===== config.mk =====
export PLATFORM = sky130hd
export DESIGN_NAME = fenc_lifecycle_ctrl
export DESIGN_NICKNAME = d
export VERILOG_FILES = /design/src/rtl/fenc_pkg.sv /design/src/rtl/fenc_regfile.sv /design/src/rtl/fenc_fsm.sv /design/src/rtl/fenc_result.sv /design/src/rtl/fenc_lifecycle_ctrl.sv
export SDC_FILE = /design/constraint.sdc
export NUM_CORES = 1
export LEC_CHECK = 0
export ABC_AREA = 0
export BUFFER_PORTS_ARGS = -buffer_cell sky130_fd_sc_hd__clkbuf_2
export CORE_AREA = 2 2 355 357
export DETAILED_ROUTE_END_ITERATION = 6
export DIE_AREA = 0 0 357 359
export SYNTH_ARGS = -nofsm -noshare
export SYNTH_HDL_FRONTEND = slang
export SYNTH_SLANG_ARGS = --single-unit

===== constraint.sdc =====
create_clock -name clk -period 7.4 [get_ports clk]
set_clock_uncertainty 0.2 [all_clocks]
set_input_delay 1.48 -clock clk [delete_from_list [all_inputs] [get_ports clk]]
set_output_delay 1.48 -clock clk [all_outputs]
set_load 0.1 [all_outputs]

===== src/rtl/fenc_pkg.sv =====
// Shared types and register offsets for the flash encryption lifecycle controller.
package fenc_pkg;
    typedef enum logic [1:0] {
        ST_IDLE    = 2'd0,
        ST_WORK    = 2'd1,
        ST_RELEASE = 2'd2,
        ST_USE     = 2'd3
    } fenc_state_e;

    localparam logic [7:0] OFS_LSIZE   = 8'h40;
    localparam logic [7:0] OFS_DEST    = 8'h44;
    localparam logic [7:0] OFS_PADDR   = 8'h48;
    localparam logic [7:0] OFS_TRIG    = 8'h4C;
    localparam logic [7:0] OFS_REL     = 8'h50;
    localparam logic [7:0] OFS_DESTROY = 8'h54;
    localparam logic [7:0] OFS_STATUS  = 8'h58;
    localparam logic [7:0] OFS_VER     = 8'h5C;
endpackage


===== src/rtl/fenc_regfile.sv =====
// Register storage: plaintext line buffer, line size, destination, address, version.
// Assumes one bus access per cycle; decodes command offsets into single-cycle pulses.
// cfg_lock blocks data and configuration writes; wipe clears the line buffer.
module fenc_regfile
    import fenc_pkg::*;
#(
    parameter int DW      = 32,
    parameter int WORDS   = 8,
    parameter int AW      = 30,
    parameter int VER_W   = 30,
    parameter logic [VER_W-1:0] VER_RST = 30'h20200623
) (
    input  logic                clk,
    input  logic                rst_n,
    input  logic                wr,
    input  logic [7:0]          addr,
    input  logic [DW-1:0]       wdata,
    input  logic                cfg_lock,
    input  logic                wipe,
    output logic [DW*WORDS-1:0] buf_flat,
    output logic                lsize,
    output logic                dest,
    output logic [AW-1:0]       paddr,
    output logic [VER_W-1:0]    version,
    output logic                cmd_trig,
    output logic                cmd_rel,
    output logic                cmd_destroy
);
    localparam int IDX_W = 4;

    logic          wr_ok;
    logic          in_buf;
    logic [IDX_W-1:0] widx;

    assign wr_ok  = wr && !cfg_lock;
    assign in_buf = (addr < OFS_LSIZE);
    assign widx   = addr[5:2];

    // Command strobes: write of bit 0 to a command offset.
    assign cmd_trig    = wr && (addr == OFS_TRIG)    && wdata[0];
    assign cmd_rel     = wr && (addr == OFS_REL)     && wdata[0];
    assign cmd_destroy = wr && (addr == OFS_DESTROY) && wdata[0];

    for (genvar i = 0; i < WORDS; i++) begin : g_word
        // Holds one plaintext word; cleared on reset or wipe.
        always_ff @(posedge clk) begin
            if (!rst_n || wipe)
                buf_flat[i*DW +: DW] <= '0;
            else if (wr_ok && in_buf && (widx == IDX_W'(i)))
                buf_flat[i*DW +: DW] <= wdata;
        end
    end

    // Holds the configuration fields.
    always_ff @(posedge clk) begin
        if (!rst_n) begin
            lsize   <= 1'b0;
            dest    <= 1'b0;
            paddr   <= '0;
            version <= VER_RST;
        end else if (wr_ok) begin
            if (addr == OFS_LSIZE) lsize   <= wdata[0];
            if (addr == OFS_DEST)  dest    <= wdata[0];
            if (addr == OFS_PADDR) paddr   <= wdata[AW-1:0];
            if (addr == OFS_VER)   version <= wdata[VER_W-1:0];
        end
    end

    // configuration is frozen while a job runs.
    a_r8_cfg_frozen: assert property (@(posedge clk) disable iff (!rst_n)
        cfg_lock |=> ($stable(paddr) && $stable(lsize) && $stable(dest) && $stable(version)));
    // a wipe leaves the first buffer word cleared.
    a_r9_wipe_buf: assert property (@(posedge clk) disable iff (!rst_n)
        wipe |=> (buf_flat[DW-1:0] == '0));
endmodule


===== src/rtl/fenc_fsm.sv =====
// Job lifecycle sequencer: idle -> working -> hidden -> in use, destroy returns to idle.
// Checks address alignment at trigger, latches the job address and width, and
// issues a one-cycle start. Destroy has priority over every other event.
module fenc_fsm
    import fenc_pkg::*;
#(
    parameter int AW = 30
) (
    input  logic          clk,
    input  logic          rst_n,
    input  logic          cmd_trig,
    input  logic          cmd_rel,
    input  logic          cmd_destroy,
    input  logic          lsize,
    input  logic [AW-1:0] paddr,
    input  logic          done,
    output fenc_state_e   state,
    output logic          err,
    output logic          start,
    output logic          job_wide,
    output logic [AW-1:0] job_addr,
    output logic          cap,
    output logic          cfg_lock
);
    logic aligned;

    assign aligned  = lsize ? (paddr[4:0] == 5'd0) : (paddr[3:0] == 4'd0);
    assign cap      = (state == ST_WORK) && done && !cmd_destroy;
    assign cfg_lock = (state == ST_WORK);

    // Advances the lifecycle and captures the job parameters.
    always_ff @(posedge clk) begin
        if (!rst_n) begin
            state    <= ST_IDLE;
            err      <= 1'b0;
            start    <= 1'b0;
            job_wide <= 1'b0;
            job_addr <= '0;
        end else begin
            start <= 1'b0;
            if (cmd_destroy) begin
                state <= ST_IDLE;
                err   <= 1'b0;
            end else begin
                unique case (state)
                    ST_IDLE: if (cmd_trig) begin
                        if (aligned) begin
                            state    <= ST_WORK;
                            start    <= 1'b1;
                            job_addr <= paddr;
                            job_wide <= lsize;
                        end else begin
                            err <= 1'b1;
                        end
                    end
                    ST_WORK:    if (done)    state <= ST_RELEASE;
                    ST_RELEASE: if (cmd_rel) state <= ST_USE;
                    ST_USE:     ;
                endcase
            end
        end
    end

    // an accepted trigger enters working.
    a_r3_trig_to_work: assert property (@(posedge clk) disable iff (!rst_n)
        (cmd_trig && state == ST_IDLE && aligned && !cmd_destroy) |=> (state == ST_WORK && start));
    // start lasts one cycle.
    a_r3_start_pulse: assert property (@(posedge clk) disable iff (!rst_n)
        start |=> !start);
    // the error flag is sticky until destroy.
    a_r4_err_sticky: assert property (@(posedge clk) disable iff (!rst_n)
        (err && !cmd_destroy) |=> err);
    // release outside the hidden state changes nothing.
    a_r7_rel_ignored: assert property (@(posedge clk) disable iff (!rst_n)
        (cmd_rel && (state == ST_IDLE || state == ST_USE)) |=> $stable(state));
    // destroy always lands in idle with the flag clear.
    a_r9_destroy_idle: assert property (@(posedge clk) disable iff (!rst_n)
        cmd_destroy |=> (state == ST_IDLE && !err && !start));
    // done in idle does not leave idle.
    a_r11_done_idle: assert property (@(posedge clk) disable iff (!rst_n)
        (done && state == ST_IDLE && !cmd_trig) |=> (state == ST_IDLE));
endmodule


===== src/rtl/fenc_result.sv =====
// Result store and visibility gate. Captures the cipher output on cap, zeroing the
// upper half of the line for narrow jobs; shows it only while show is high.
module fenc_result #(
    parameter int DW    = 32,
    parameter int WORDS = 8
) (
    input  logic                clk,
    input  logic                rst_n,
    input  logic                cap,
    input  logic                wipe,
    input  logic                wide,
    input  logic                show,
    input  logic [DW*WORDS-1:0] din,
    output logic [DW*WORDS-1:0] dout
);
    localparam int HALF = WORDS / 2;

    logic [DW*WORDS-1:0] store;

    for (genvar i = 0; i < WORDS; i++) begin : g_res
        if (i < HALF) begin : g_lo
            // Captures a lower-half word for every job width.
            always_ff @(posedge clk) begin
                if (!rst_n || wipe)   store[i*DW +: DW] <= '0;
                else if (cap)         store[i*DW +: DW] <= din[i*DW +: DW];
            end
        end else begin : g_hi
            // Captures an upper-half word only for wide jobs.
            always_ff @(posedge clk) begin
                if (!rst_n || wipe)   store[i*DW +: DW] <= '0;
                else if (cap)         store[i*DW +: DW] <= wide ? din[i*DW +: DW] : '0;
            end
        end
    end

    assign dout = show ? store : '0;
endmodule


===== src/rtl/fenc_lifecycle_ctrl.sv =====
// Top of the flash encryption lifecycle controller: register file, lifecycle
// sequencer and gated result store, plus the combinational register read mux.
// Assumes one register access per cycle and a single-cycle ciph_done pulse.
module fenc_lifecycle_ctrl
    import fenc_pkg::*;
#(
    parameter int DW    = 32,
    parameter int WORDS = 8,
    parameter int AW    = 30,
    parameter int VER_W = 30,
    parameter logic [VER_W-1:0] VER_RST = 30'h20200623,
    localparam int LINE_W = DW * WORDS
) (
    input  logic              clk,
    input  logic              rst_n,
    input  logic              bus_wr,
    input  logic [7:0]        bus_addr,
    input  logic [DW-1:0]     bus_wdata,
    output logic [DW-1:0]     bus_rdata,
    output logic              ciph_start,
    output logic              ciph_wide,
    output logic [AW-1:0]     ciph_addr,
    output logic [LINE_W-1:0] ciph_line,
    input  logic              ciph_done,
    input  logic [LINE_W-1:0] ciph_result,
    output logic              fl_visible,
    output logic              fl_wide,
    output logic [AW-1:0]     fl_addr,
    output logic [LINE_W-1:0] fl_line,
    output logic              cfg_err
);
    logic [LINE_W-1:0] buf_flat;
    logic              lsize, dest;
    logic [AW-1:0]     paddr, job_addr;
    logic [VER_W-1:0]  version;
    logic              cmd_trig, cmd_rel, cmd_destroy;
    logic              cap, cfg_lock, job_wide;
    fenc_state_e       state;
    logic [3:0]        ridx;

    fenc_regfile #(.DW(DW), .WORDS(WORDS), .AW(AW), .VER_W(VER_W), .VER_RST(VER_RST)) u_regs (
        .clk(clk), .rst_n(rst_n), .wr(bus_wr), .addr(bus_addr), .wdata(bus_wdata),
        .cfg_lock(cfg_lock), .wipe(cmd_destroy), .buf_flat(buf_flat), .lsize(lsize),
        .dest(dest), .paddr(paddr), .version(version), .cmd_trig(cmd_trig),
        .cmd_rel(cmd_rel), .cmd_destroy(cmd_destroy)
    );

    fenc_fsm #(.AW(AW)) u_fsm (
        .clk(clk), .rst_n(rst_n), .cmd_trig(cmd_trig), .cmd_rel(cmd_rel),
        .cmd_destroy(cmd_destroy), .lsize(lsize), .paddr(paddr), .done(ciph_done),
        .state(state), .err(cfg_err), .start(ciph_start), .job_wide(job_wide),
        .job_addr(job_addr), .cap(cap), .cfg_lock(cfg_lock)
    );

    fenc_result #(.DW(DW), .WORDS(WORDS)) u_res (
        .clk(clk), .rst_n(rst_n), .cap(cap), .wipe(cmd_destroy), .wide(job_wide),
        .show(fl_visible), .din(ciph_result), .dout(fl_line)
    );

    assign ciph_line  = buf_flat;
    assign ciph_addr  = job_addr;
    assign ciph_wide  = job_wide;
    assign fl_visible = (state == ST_USE);
    assign fl_wide    = fl_visible && job_wide;
    assign fl_addr    = fl_visible ? job_addr : '0;
    assign ridx       = bus_addr[5:2];

    // Selects read data for the addressed register.
    always_comb begin
        bus_rdata = '0;
        if (bus_addr < OFS_LSIZE) begin
            if (32'(ridx) < WORDS) bus_rdata = buf_flat[32'(ridx)*DW +: DW];
        end else begin
            case (bus_addr)
                OFS_LSIZE:  bus_rdata[0]       = lsize;
                OFS_DEST:   bus_rdata[0]       = dest;
                OFS_PADDR:  bus_rdata[AW-1:0]  = paddr;
                OFS_STATUS: bus_rdata[2:0]     = {cfg_err, state};
                OFS_VER:    bus_rdata[VER_W-1:0] = version;
                default:    bus_rdata          = '0;
            endcase
        end
    end

    // a computed line stays hidden before release.
    a_r5_hidden: assert property (@(posedge clk) disable iff (!rst_n)
        (state == ST_RELEASE) |-> (!fl_visible && fl_line == '0 && fl_addr == '0));
    // release from the hidden state exposes the line.
    a_r6_release_shows: assert property (@(posedge clk) disable iff (!rst_n)
        (state == ST_RELEASE && cmd_rel && !cmd_destroy) |=> fl_visible);
    // done coinciding with destroy never exposes a result.
    a_r10_destroy_wins: assert property (@(posedge clk) disable iff (!rst_n)
        (ciph_done && cmd_destroy) |=> (!fl_visible && state == ST_IDLE));
endmodule


==> metrics <==
Die Wd 357 µm; Worst slew margin 16.7%; Highest Clock Rate 0.172 GHz; setup TNS 0 ps; largest net degree at the start of global routing 166; Critical Path Fanout Max 41; Syn Nets 3558; initial antenna violation count 10; global-route wire length before repair 177 mm; initial DRC count 2512; full die area 128000 µm²; vias 26414; # clock sinks 609; CTS clk-pin slew, worst paths 60 ps; post-route insts no fill 5703; clock latency at the later pin of the worst-skew pair 650 ps; Crit. Startpoint bus_addr[3]; Final ANT Viol Nets 0; # resized after CTS 0; routed vias/inst 4.63; Critical Path Start Type input pin; Slew Limit Fails 0; Tot Pwr 8.14 mW; post-detailed-routing wire length 126 mm; share of post-route cells with drive strength above 1 29.0%; synth warn 0; Buffers on Ports 908; Flop pwr share 42.1%; Worst Hold Endpoint u_res.store[190]; Ports 909; R2R setup slack 3950 ps; RR Startpoint u_fsm.state[1]; CTS Buf Count 75; Multi-input gate area 12600 µm²; final hold vios 0; final net count 4290; Worst Path Required 5720 ps; min-delay src u_res.store[190]; most common cell after layout, fill and taps aside nand2_1; R2R cell count 7; Hold Path Stages 2; Worst Tran Pin Value 1250 ps; sw frac 27.6%; htree depth 3; area delta synth->final 33.1%; hold_ws 245 ps; vias in the first global route 25002; clock power share 48.2%; unrepaired setup endpoints after global routing no; WL/cell 22.1 µm; final period utilization 78.8%; PD cells 236 nW/µm²; fill cell count 13450; # Post-CTS Setup Buffers 0; worst vdd ir 0.161 mV; RR Endpoint u_regs.buf_flat[124]; sw power 2.25 mW; kind of critical path in2out; syn_area_per_cell 7.96 µm²; CP Capture Type primary output; Chip Height 359 µm; clock tree from TritonCTS done; Hold-fix buffers, CTS 0; combinational power share 9.6%; Initial Utilization 20.8%; drt drc 0; Syn Inst Count 3253; Core Box Area 125000 µm²; Async S/R FF share, synth 0%; DP Wirelength 91.9 mm; internal power 5.90 mW; Synth cell types 43; most frequent cells in the layout nand2_1 (1083), clkbuf_2 (904), dfxtp_1 (608); Max Root-Sink Buffers 3; hold crit path type reg2reg; Root Buffer clkbuf_16; register area 12200 µm²; leakage 13.5 nW; DP Cell Count 5558; final setup fails 0; mapped cell area 25900 µm²; RePlAce Congestion 0.909; fin area 34500 µm²; number of flops mapped to enable cells by yosys 0; status completed; Total GRT Usage 18.7%; #FFs+latches synth 609; Top FF cell, synth dfxtp_1; crit path time final 5830 ps; CP Data Arrival Time 4150 ps; FP Rows 130; placed inst area 31900 µm²; Max Cap Viol 0; gr ovfl total 0; sequential area share after synthesis 47.1%; DR pass1 iterations 5
==> per-stage QoR <==
stage	utilization, %	setup slack [ps]
5_1_grt	27.7	1500
3_3_place_gp	25.6	1660
6_report	27.7	1570
3_5_place_dp	25.6	1610
2_1_floorplan	-	1040
4_1_cts	27.7	1600
==> state kept, by name, indices dropped and copies added (netlist names) <==
signal           count
u_regs.dest          1
u_regs.buf_flat    256
u_regs.lsize         1
u_res.store        256
u_regs.version      30
u_fsm.job_wide       1
u_fsm.err            1
u_regs.paddr        30
u_fsm.state          2
u_fsm.start          1
u_fsm.job_addr      30
==> cells by family (layout without fill, tap and decap cells) <==
logic type / Yosys count / after routing / synth area share (%)
fa+ha+maj: 5 / 5 / 0.241
buf+inv: 305 / 1097 / 4.89
flops: 609 / 609 / 47.1
simple gates: 1598 / 1598 / 27.2
compound gates: 636 / 636 / 13.7
mux: 100 / 100 / 6.96
other cells: 0 / 8 / 0
==> power groups by stage <==
stage / registers [mW] / clock network, mW / logic [mW]
after floorplan: 3.54 / 0 / 0.466
after global placement: 3.50 / 0 / 0.782
after detailed placement: 3.50 / 0 / 0.788
after CTS: 3.43 / 4.03 / 0.789
after global routing: 3.44 / 4.16 / 0.855
final: 3.43 / 3.93 / 0.783
==> worst max path at each step <==
stage	endpoint	slack [ps]	cells after the start
floorplan	bus_rdata[0]	1040	6
global placement	bus_rdata[26]	1660	6
detailed placement	bus_rdata[26]	1610	6
CTS	bus_rdata[26]	1600	6
global route	bus_rdata[26]	1500	6
finish	bus_rdata[26]	1570	6
==> metal layers <==
metal / track usage (%) / share of wire (%) / vias to the layer above / wire (µm)
met5: 0 / 0.025 / - / 32
met4: 8.35 / 4.5 / 4 / 5730
met3: 6.02 / 11 / 255 / 14100
met2: 29.5 / 45 / 1378 / 56400
met1: 23.1 / 40 / 12608 / 50000
li1: - / - / 12169 / -
==> cell type report <==
class,count,area share [%]
diodes,8,0.0580
clock buffers,99,6.08
clock inverters,38,1.48
inverters,5,0.0544
multi-input cells,2339,36.5
flip-flops and latches,609,35.4
well taps,1650,5.98
repair buffers,955,14.5
==> worst max-delay path: stages <==
cell,delay [ps]
buf_4,540
nand3_1,300
nor3_4,570
buf_4,440
a221o_1,240
clkbuf_2,520
==> cell usage after synthesis (all sizes together), types with 2 or more instances <==
cell | number | area, µm²
mux4 | 64 | 1440
inv | 5 | 18.8
ha | 5 | 62.6
and3 | 9 | 56.3
o21ai | 3 | 15.0
mux2i | 35 | 350
and2 | 288 | 1800
a221o | 27 | 270
nor2 | 42 | 165
nand2b | 3 | 18.8
buf | 102 | 504
nor4 | 5 | 52.6
nand3 | 144 | 721
a31oi | 3 | 18.8
clkbuf | 198 | 743
nor3 | 6 | 46.3
o22ai | 2 | 12.5
dfxtp | 609 | 12200
or3 | 2 | 17.5
a21boi | 82 | 616
nand4 | 3 | 18.8
nor2b | 3 | 18.8
nand2 | 1088 | 4080
a21oi | 515 | 2580
Power figures use the tool's default switching activity.
